## src/rtl/sdram_bank_track.sv

```systemverilog
module sdram_bank_track #(
  parameter int CW     = 5,
  parameter int T_RAS  = 6,
  parameter int RD_GAP = 2,
  parameter int WR_GAP = 4
) (
  input  logic          clk,
  input  logic          rst,
  input  logic          act_i,
  input  logic          close_i,
  input  logic          rd_i,
  input  logic          wr_i,
  input  logic          ap_req_i,
  output logic          open_o,
  output logic          ap_o,
  output logic [CW-1:0] since_act_o,
  output logic [CW-1:0] since_pre_o,
  output logic [CW-1:0] since_wr_o
);
  localparam logic [CW-1:0] CMAX   = '1;
  localparam logic [CW-1:0] ONE    = CW'(1);
  localparam logic [CW-1:0] RAS_C  = CW'(T_RAS);
  localparam logic [CW-1:0] RDG_C  = CW'(RD_GAP);
  localparam logic [CW-1:0] WRG_C  = CW'(WR_GAP);

  logic [CW-1:0] since_rw;
  logic          ap_is_wr;
  logic          ap_fire;

  // internal close once both the row-active minimum and burst/recovery are met
  assign ap_fire = ap_o && (since_act_o >= RAS_C) &&
                   (since_rw >= (ap_is_wr ? WRG_C : RDG_C));

  always_ff @(posedge clk) begin
    if (rst) begin
      open_o      <= 1'b0;
      ap_o        <= 1'b0;
      ap_is_wr    <= 1'b0;
      since_act_o <= CMAX;
      since_pre_o <= CMAX;
      since_wr_o  <= CMAX;
      since_rw    <= CMAX;
    end else begin
      since_act_o <= (since_act_o == CMAX) ? CMAX : since_act_o + ONE;
      since_pre_o <= (since_pre_o == CMAX) ? CMAX : since_pre_o + ONE;
      since_wr_o  <= (since_wr_o  == CMAX) ? CMAX : since_wr_o  + ONE;
      since_rw    <= (since_rw    == CMAX) ? CMAX : since_rw    + ONE;
      if (act_i) begin
        open_o      <= 1'b1;
        since_act_o <= ONE;
      end
      if (close_i || ap_fire) begin
        open_o      <= 1'b0;
        ap_o        <= 1'b0;
        since_pre_o <= ONE;
      end
      if (rd_i || wr_i) begin
        since_rw <= ONE;
        ap_o     <= ap_req_i;
        ap_is_wr <= wr_i;
      end
      if (wr_i) since_wr_o <= ONE;
    end
  end
endmodule

```

## config.mk

```make
export PLATFORM = sky130hd
export DESIGN_NAME = sdram_bank_track
export DESIGN_NICKNAME = d
export VERILOG_FILES = /design/src/rtl/sdram_bank_track.sv
export SDC_FILE = /design/constraint.sdc
export NUM_CORES = 1
export LEC_CHECK = 0
export BUFFER_PORTS_ARGS = -buffer_cell sky130_fd_sc_hd__buf_4
export CAP_MARGIN = 10
export CORE_MARGIN = 2
export CORE_UTILIZATION = 30
export CTS_BUF_LIST = sky130_fd_sc_hd__clkbuf_8
export DETAILED_ROUTE_END_ITERATION = 16
export SLEW_MARGIN = 5
export SYNTH_ARGS = -nofsm -noshare
export SYNTH_HDL_FRONTEND = slang
export SYNTH_SLANG_ARGS = --single-unit
```

## constraint.sdc

```tcl
create_clock -name clk -period 1.7 [get_ports clk]
set_input_delay 0.34 -clock clk [delete_from_list [all_inputs] [get_ports clk]]
set_output_delay 0.34 -clock clk [all_outputs]
set_load 0.02 [all_outputs]
```

* Word-level counts from Yosys, hierarchy flattened
Cells that the tools add are included.
W data, S select, Z words.
** Word-level totals
- Register bits after elaboration :: 23
- Input port bits :: 7
- Output and inout port bits :: 17
- Word-level logic and storage cells :: 42
** Operators by class
- Add/sub/neg operators :: 4
- Magnitude comparators :: 2
- Equal/unequal tests :: 4
- Mux-type cells :: 11
- Reduce and logical (&&, ||, !) cells :: 10
** Operators with widths (number)
- $mux W5 :: 8
- $add A5 B1 Y5 const B :: 4
- $eq A5 B5 Y1 const B :: 4
- $reduce_or A3 Y1 :: 4
- $ge A5 B3 Y1 :: 1
- $ge A5 B3 Y1 const B :: 1
- $mux W3 :: 1
- $logic_and A1 B1 Y1 :: 2
- $logic_or A1 B1 Y1 :: 2
- $mux W1 :: 2
- $reduce_bool A2 Y1 :: 1
- $reduce_or A2 Y1 :: 1

* Logic depth before layout (Yosys ltp)
Gate-level depths: netlist of run 1.
- Depth in word-level cells :: 6
- Mapped depth :: 6
- Gate-level depth less buffers :: 6

* Worst setup path after synthesis of run 1
No wires, ideal clock.
- Kind :: register -> register
- From :: reg since_act_o[0]
- To :: reg since_pre_o[1]
- Setup time :: 0.073 ns
- Data arrival time :: 1.262 ns
- Required time :: 1.627 ns
- Slack :: 0.366 ns
- Cell stages (with the launch flop) :: 7
- Buffers on the path :: 0
- Period minus slack after synthesis :: 1.334 ns
- Cells stage by stage :: dfxtp_1 -> inv_1 -> ha_1 -> o21ai_0 -> o2bb2ai_1 -> a21o_2 -> a2bb2oi_1
** Between the ends
- Cells in the longest elaborated chain, start to end :: 5
** RTL lines
- from (decl) :: line 16 : output logic [CW-1:0] since_act_o,
- from (signal assigned) :: line 44 : since_act_o <= (since_act_o == CMAX) ? CMAX : since_act_o + ONE;
- $ge A5 B3 Y1 :: line 31 : assign ap_fire = ap_o && (since_act_o >= RAS_C) &&
- $logic_and A1 B1 Y1 (2 in a row) :: line 31
- $logic_or A1 B1 Y1 :: line 52 : if (close_i || ap_fire) begin
- $mux W5 :: line 52
- to (signal assigned) :: line 45 : since_pre_o <= (since_pre_o == CMAX) ? CMAX : since_pre_o + ONE;
- to (decl) :: line 17 : output logic [CW-1:0] since_pre_o,
Every way passes these cells.
A chain may end at the register's enable or synchronous reset.

* Final worst setup path of run 1
- From :: reg since_rw[1]
- To :: reg since_pre_o[1]
** Between the ends
- Cells in the longest elaborated chain, start to end :: 4
** RTL lines
- from (decl) :: line 26 : logic [CW-1:0] since_rw;
- from (signal assigned) :: line 47 : since_rw <= (since_rw == CMAX) ? CMAX : since_rw + ONE;
- $ge A5 B3 Y1 :: line 32 : (since_rw >= (ap_is_wr ? WRG_C : RDG_C));
- $logic_and A1 B1 Y1 :: line 31
- $logic_or A1 B1 Y1 :: line 52
- $mux W5 :: line 52
Every way passes these cells.

==> flow_metrics.tcl, run 1 <==
set metrics [dict create \
    hold_viol 0 \
    antenna_found_initial 0 \
    cellLeakagePower_nw 0.575 \
    gp_congestion 0.688 \
    period_share_pct 85.5 \
    routedWlPerCell_um 11.4 \
    final_nets 145 \
    drt_iter0_markers 27 \
    synth_flop_cell "dfxtp_1" \
    ios 24 \
    power_density_nw_per_um2 1070 \
    areaGrowthSynthToFinish_pct 26.5 \
    numPortBuffers 23 \
    final.setup.tns_ns 0 \
    ant_nets 0 \
    start_util_pct 30.9 \
    synth_edf_count 0 \
    path_class "flip-flop to flip-flop" \
    synthesis.nets 119 \
    netlist.top_cell.by_area "dfxtp_1" \
    post-cts-setup-buffers 0 \
    worst_ep_required_time_ns 1.89 \
    synth.avg_cell_area_um2 9.75 \
    arrival_ns 1.64 \
    cts-buffers-inserted 3 \
    synth_top_cell_area_share_pct 45.0 \
    syn_area_um2 1020 \
    async_flop_share_pct 0 \
    path_clk_slew_ns 0.09 \
    viasPerCell 4.62 \
    drcViolationCount 0 \
    die_area_um2 3900 \
    finClkSkew_ns 0.00474 \
    hpwlAfterDp_um 1540 \
    drt_wl_total_um 2010 \
    period_needed_ns 1.45 \
    ys_seq_area_share_pct 45.0 \
    n_antenna_cell 0 \
    final_util_pct 39.1 \
    htreeDepth 1 \
    rows 21 \
    synthCells 105 \
    setup_viol_count_final 0 \
    status "finished, final reports clean" \
    grt_pass1_wl_um 3410 \
    grt_pass1_vias 754 \
    end_kind "flip-flop" \
    clk_path_buf_depth 2 \
    die_w_um 62.4 \
    overflow 0 \
    grtUsageTotal_pct 10.9 \
    relSlewSlack_pct 68.9 \
    cts_root_buffer "clkbuf_8" \
    max-cap-violations 0 \
    grt_max_degree 25 \
    synthTopCellsByArea "dfxtp_1 (45%), ha_1 (8.6%), a21oi_1 (3.4%), nand3_1 (3.4%), xnor2_1 (3.4%)" \
    drive_above_1_share_pct 26.9 \
    hold_class "input pin to flip-flop" \
    cts_num_sinks 23 \
    cts_resized 0 \
    clkLatencyLatePin_ns 0.26 \
    slew_violations 0 \
    dr.pass1.iters 4 \
    place_area_um2 1250 \
    core_area_um2 3310 \
    synth.distinct_cells 28 \
    startpoint_type "flip-flop" \
    fmax_mhz 688 \
    postCtsHoldBufs 0 \
    hold_slack_ns 0.302 \
    synth_seq_cells 23 \
    worst_slack_ns 0.246 \
    vdd_drop_max_mv 0.316 \
    path_max_fanout 4 \
    rsz0062_at_grt "no" \
    worst_pin_slew_ns 0.465 \
    die_y_um 62.4 \
    cts_tree "done" \
    fin_area_um2 1290 \
    num_vias 813 \
    dp_slack_ns 0.260 \
    synth_warnings 0 \
]
## where the power goes
group	internal [W]	switching, W	total (W)
clock	0.000166	0.000181	0.000347
combinational	0.000177	0.000188	0.000365
sequential	0.000600	0.0000680	0.000668
total	0.000943	0.000437	0.00138
## layer usage
layer	up-vias	share of wire, %	global-route usage (%)
met4	0	0.65	5.00
met3	2	4.9	3.60
met5	-	0	0
li1	425	-	-
met1	366	48	13.7
met2	20	47	16.8
## flip-flops by register name (all words and copies together), names as in the netlist
signal / count
ap_is_wr: 1
since_rw: 5
ap_o: 1
open_o: 1
since_wr_o: 5
since_pre_o: 5
since_act_o: 5
## cell usage in the layout (no fill, tap or decap), types with 5 or more instances in the layout
cell,n
dfxtp_1,23
nand3_1,7
nor2_1,5
buf_4,23
ha_1,7
or2_2,5
inv_1,7
a21oi_1,7
## worst paths after layout
path / start / cells after the start / slack [ns] / end
max: since_rw[1]$_SDFF_PP1_ / 6 / 0.25 / since_pre_o[1]$_SDFF_PP1_
max reg2reg: since_rw[1]$_SDFF_PP1_ / 6 / 0.25 / since_pre_o[1]$_SDFF_PP1_
min: act_i / 2 / 0.30 / since_act_o[4]$_SDFF_PP1_
min reg2reg: since_wr_o[0]$_SDFF_PP1_ / 1 / 0.44 / since_wr_o[0]$_SDFF_PP1_
## through the flow
stage | std cells | power [W]
6_report | 176 | 0.00138
5_1_grt | 176 | 0.00147
4_1_cts | 176 | 0.00140
3_5_place_dp | 172 | 0.00105
3_3_place_gp | 172 | 0.00104
2_1_floorplan | 105 | 0.000911
## cells by family (layout without fill, tap and decap cells)
kind of cell	after synthesis	count (layout)	synth area share, %
simple gates	30	30	17.4
fa+ha+maj	7	7	8.56
xor+xnor	8	8	6.85
flops	23	23	45.0
compound gates	28	28	19.0
buf+inv	9	34	3.30
## worst max-delay path: stages, from the launching register on
cell,delay [ns]
dfxtp_1,0.36
inv_1,0.05
ha_1,0.28
nor2b_1,0.12
o21ai_0,0.20
a21o_2,0.20
a2bb2oi_1,0.18
## final cells by class
cell class	count	area (um2)
fill	358	2020
sequential	23	460
timing repair buffer	23	173
inverter	7	26.3
multi-input combinational	73	529
clock inverter	1	7.51
clock buffer	3	41.3
tap	46	57.6
## synth_stat cells, types with 3 or more instances
cell type and number:
a21oi_1 7, a31oi_1 3, a2bb2oi_1 3, xnor2_1 4
o21bai_1 4, or2_2 5, dfxtp_1 23, ha_1 7
nand3_1 7, xor2_1 4, nor2_1 5, nand4_1 3
a21o_1 4, inv_1 7
(Power assumes the default switching activity.)
==> run 2: changes to the inputs <==
Settings changed: CORE_MARGIN 2 to 3.
==> run 2 against run 1 <==
Sequential power is essentially flat. Die area grew 6.5%. Count of clock-buffer cells in the layout is the same. Routed wire length grew 0.45%. Non-clock buffer count is the same. Utilization grew 1.8 points. Global-route usage shrank 0.98 points. Sequential share of layout area grew 0.14 points. Largest power group unchanged. Highest routed layer unchanged.
==> flow_metrics.tcl, run 2 (synthesized netlist as in run 1, its figures left out) <==
set metrics [dict create \
    ant_nets 0 \
    final.setup.tns_ns 0 \
    cts-buffers-inserted 3 \
    drcViolationCount 0 \
    cellLeakagePower_nw 0.578 \
    die_y_um 64.4 \
    rr_worst_depth 6 \
    die_w_um 64.4 \
    numPlacedInstances 170 \
    power_w 0.00137 \
    drive_above_1_share_pct 26.9 \
    dr.pass1.iters 4 \
    cts_resized 0 \
    n_antenna_cell 0 \
    power_density_nw_per_um2 1060 \
    max-cap-violations 0 \
    finClkSkew_ns 0.0103 \
    grt_pass1_vias 778 \
    post-cts-setup-buffers 0 \
    areaGrowthSynthToFinish_pct 26.0 \
    setup_viol_count_final 0 \
    num_vias 842 \
    period_share_pct 85.0 \
    min_path_cells 2 \
    rsz0062_at_grt "no" \
    ios 24 \
    sw_frac_of_total_pct 31.2 \
    path_class "flip-flop to flip-flop" \
    hold_viol 0 \
    cts_tree "done" \
    hpwlAfterDp_um 1530 \
    fin_cells 174 \
    numPortBuffers 23 \
    grtUsageTotal_pct 9.88 \
    arrival_ns 1.63 \
    clkPwrFrac_pct 24.4 \
    slew_violations 0 \
    gp_congestion 0.772 \
    start_util_pct 32.5 \
    core_area_um2 3150 \
    path_clk_slew_ns 0.09 \
    die_area_um2 4150 \
    cts_num_sinks 23 \
    period_needed_ns 1.45 \
    clk_path_buf_depth 2 \
    drt_iter0_markers 32 \
    final_nets 145 \
    htreeDepth 1 \
    status "finished, final reports clean" \
    fmax_mhz 692 \
    layout_common_cells "dfxtp_1 (23), buf_4 (23)" \
    grt_pass1_wl_um 3270 \
    startpoint_type "flip-flop" \
    overflow 0 \
    clkLatencyLatePin_ns 0.26 \
    relSlewSlack_pct 68.8 \
    power_frac_seq_pct 48.8 \
    path_max_fanout 4 \
    p_sw_w 0.000427 \
    drt_wl_total_um 2020 \
    fill_cells 330 \
    cts_root_buffer "clkbuf_8" \
    place_area_um2 1240 \
    pwr-share-comb_pct 26.9 \
    vdd_drop_max_mv 0.295 \
    worst_ep_required_time_ns 1.88 \
    postCtsHoldBufs 0 \
    worst_pin_slew_ns 0.467 \
    antenna_found_initial 0 \
    p_int_w 0.000941 \
    rows 20 \
    crit_chain "inv_1, ha_1, nor2b_1, o21ai_0, a21o_2, a2bb2oi_1" \
    viasPerCell 4.84 \
    crit_slowest_cell "dfxtp_1" \
    end_kind "flip-flop" \
    fin_area_um2 1290 \
    max_stage_delay_ns 0.36 \
    hold_class "input pin to flip-flop" \
    grt_max_degree 25 \
    routedWlPerCell_um 11.6 \
]
run 2: cell count changes in the layout (fill, tap and decap cells not counted), sizes merged:
cell      delta
clkinv       +1
clkinvlp     -1
run 2: power by group through the flow:
stage          registers [W]  clock network, W  logic (W)
6_report            0.000667          0.000333   0.000368
5_1_grt             0.000679          0.000367   0.000405
4_1_cts             0.000668          0.000345   0.000373
3_5_place_dp        0.000681                 0   0.000370
3_3_place_gp        0.000677                 0   0.000362
2_1_floorplan       0.000731                 0   0.000181
run 2: layer usage:
| metal | part of all wire [%] | GRT usage (%) | vias to the layer above | wire length [um] |
|---|---|---|---|---|
| met5 | 0 | 0 | - | 0 |
| met4 | 1.8 | 6.86 | 0 | 36 |
| met3 | 6.5 | 2.77 | 2 | 131 |
| met2 | 46 | 15.5 | 19 | 922 |
| met1 | 46 | 11.6 | 393 | 932 |
| li1 | - | - | 428 | - |
run 2: final timing paths:
kind | endpoint | slack (ns) | start
worst min register to register | since_wr_o[0]$_SDFF_PP1_ | 0.44 | since_wr_o[0]$_SDFF_PP1_
worst max-delay path | since_pre_o[3]$_SDFF_PP1_ | 0.25 | since_rw[1]$_SDFF_PP1_
worst min-delay path | since_act_o[4]$_SDFF_PP1_ | 0.30 | act_i
worst max register to register | since_pre_o[3]$_SDFF_PP1_ | 0.25 | since_rw[1]$_SDFF_PP1_
run 2: cell type report:
| class | count | area, um2 | area share [%] |
|---|---|---|---|
| Clock inverter | 1 | 5.00 | 0.388 |
| Inverter | 7 | 26.3 | 2.04 |
| Timing Repair Buffer | 23 | 173 | 13.4 |
| Clock buffer | 3 | 41.3 | 3.20 |
| Sequential cell | 23 | 460 | 35.7 |
| Tap cell | 44 | 55.1 | 4.27 |
| Multi-Input combinational cell | 73 | 529 | 41.0 |
run 2: critical path: cells and delay by family (launching register included):
family          cells  cell delay (ns)
buf+inv             1             0.05
compound gates      3             0.58
flops               1             0.36
simple gates        1             0.12
fa+ha+maj           1             0.27
run 2: metrics by stage:
| step | util [%] | worst slack, ns | hold slack, ns |
|---|---|---|---|
| finish | 40.9 | 0.254 | 0.303 |
| global placement | 39.4 | 0.322 | 0.416 |
| detailed placement | 39.4 | 0.261 | 0.422 |
| global route | 40.9 | 0.138 | 0.298 |
| CTS | 40.9 | 0.243 | 0.300 |
| floorplan | - | 0.366 | 0.424 |
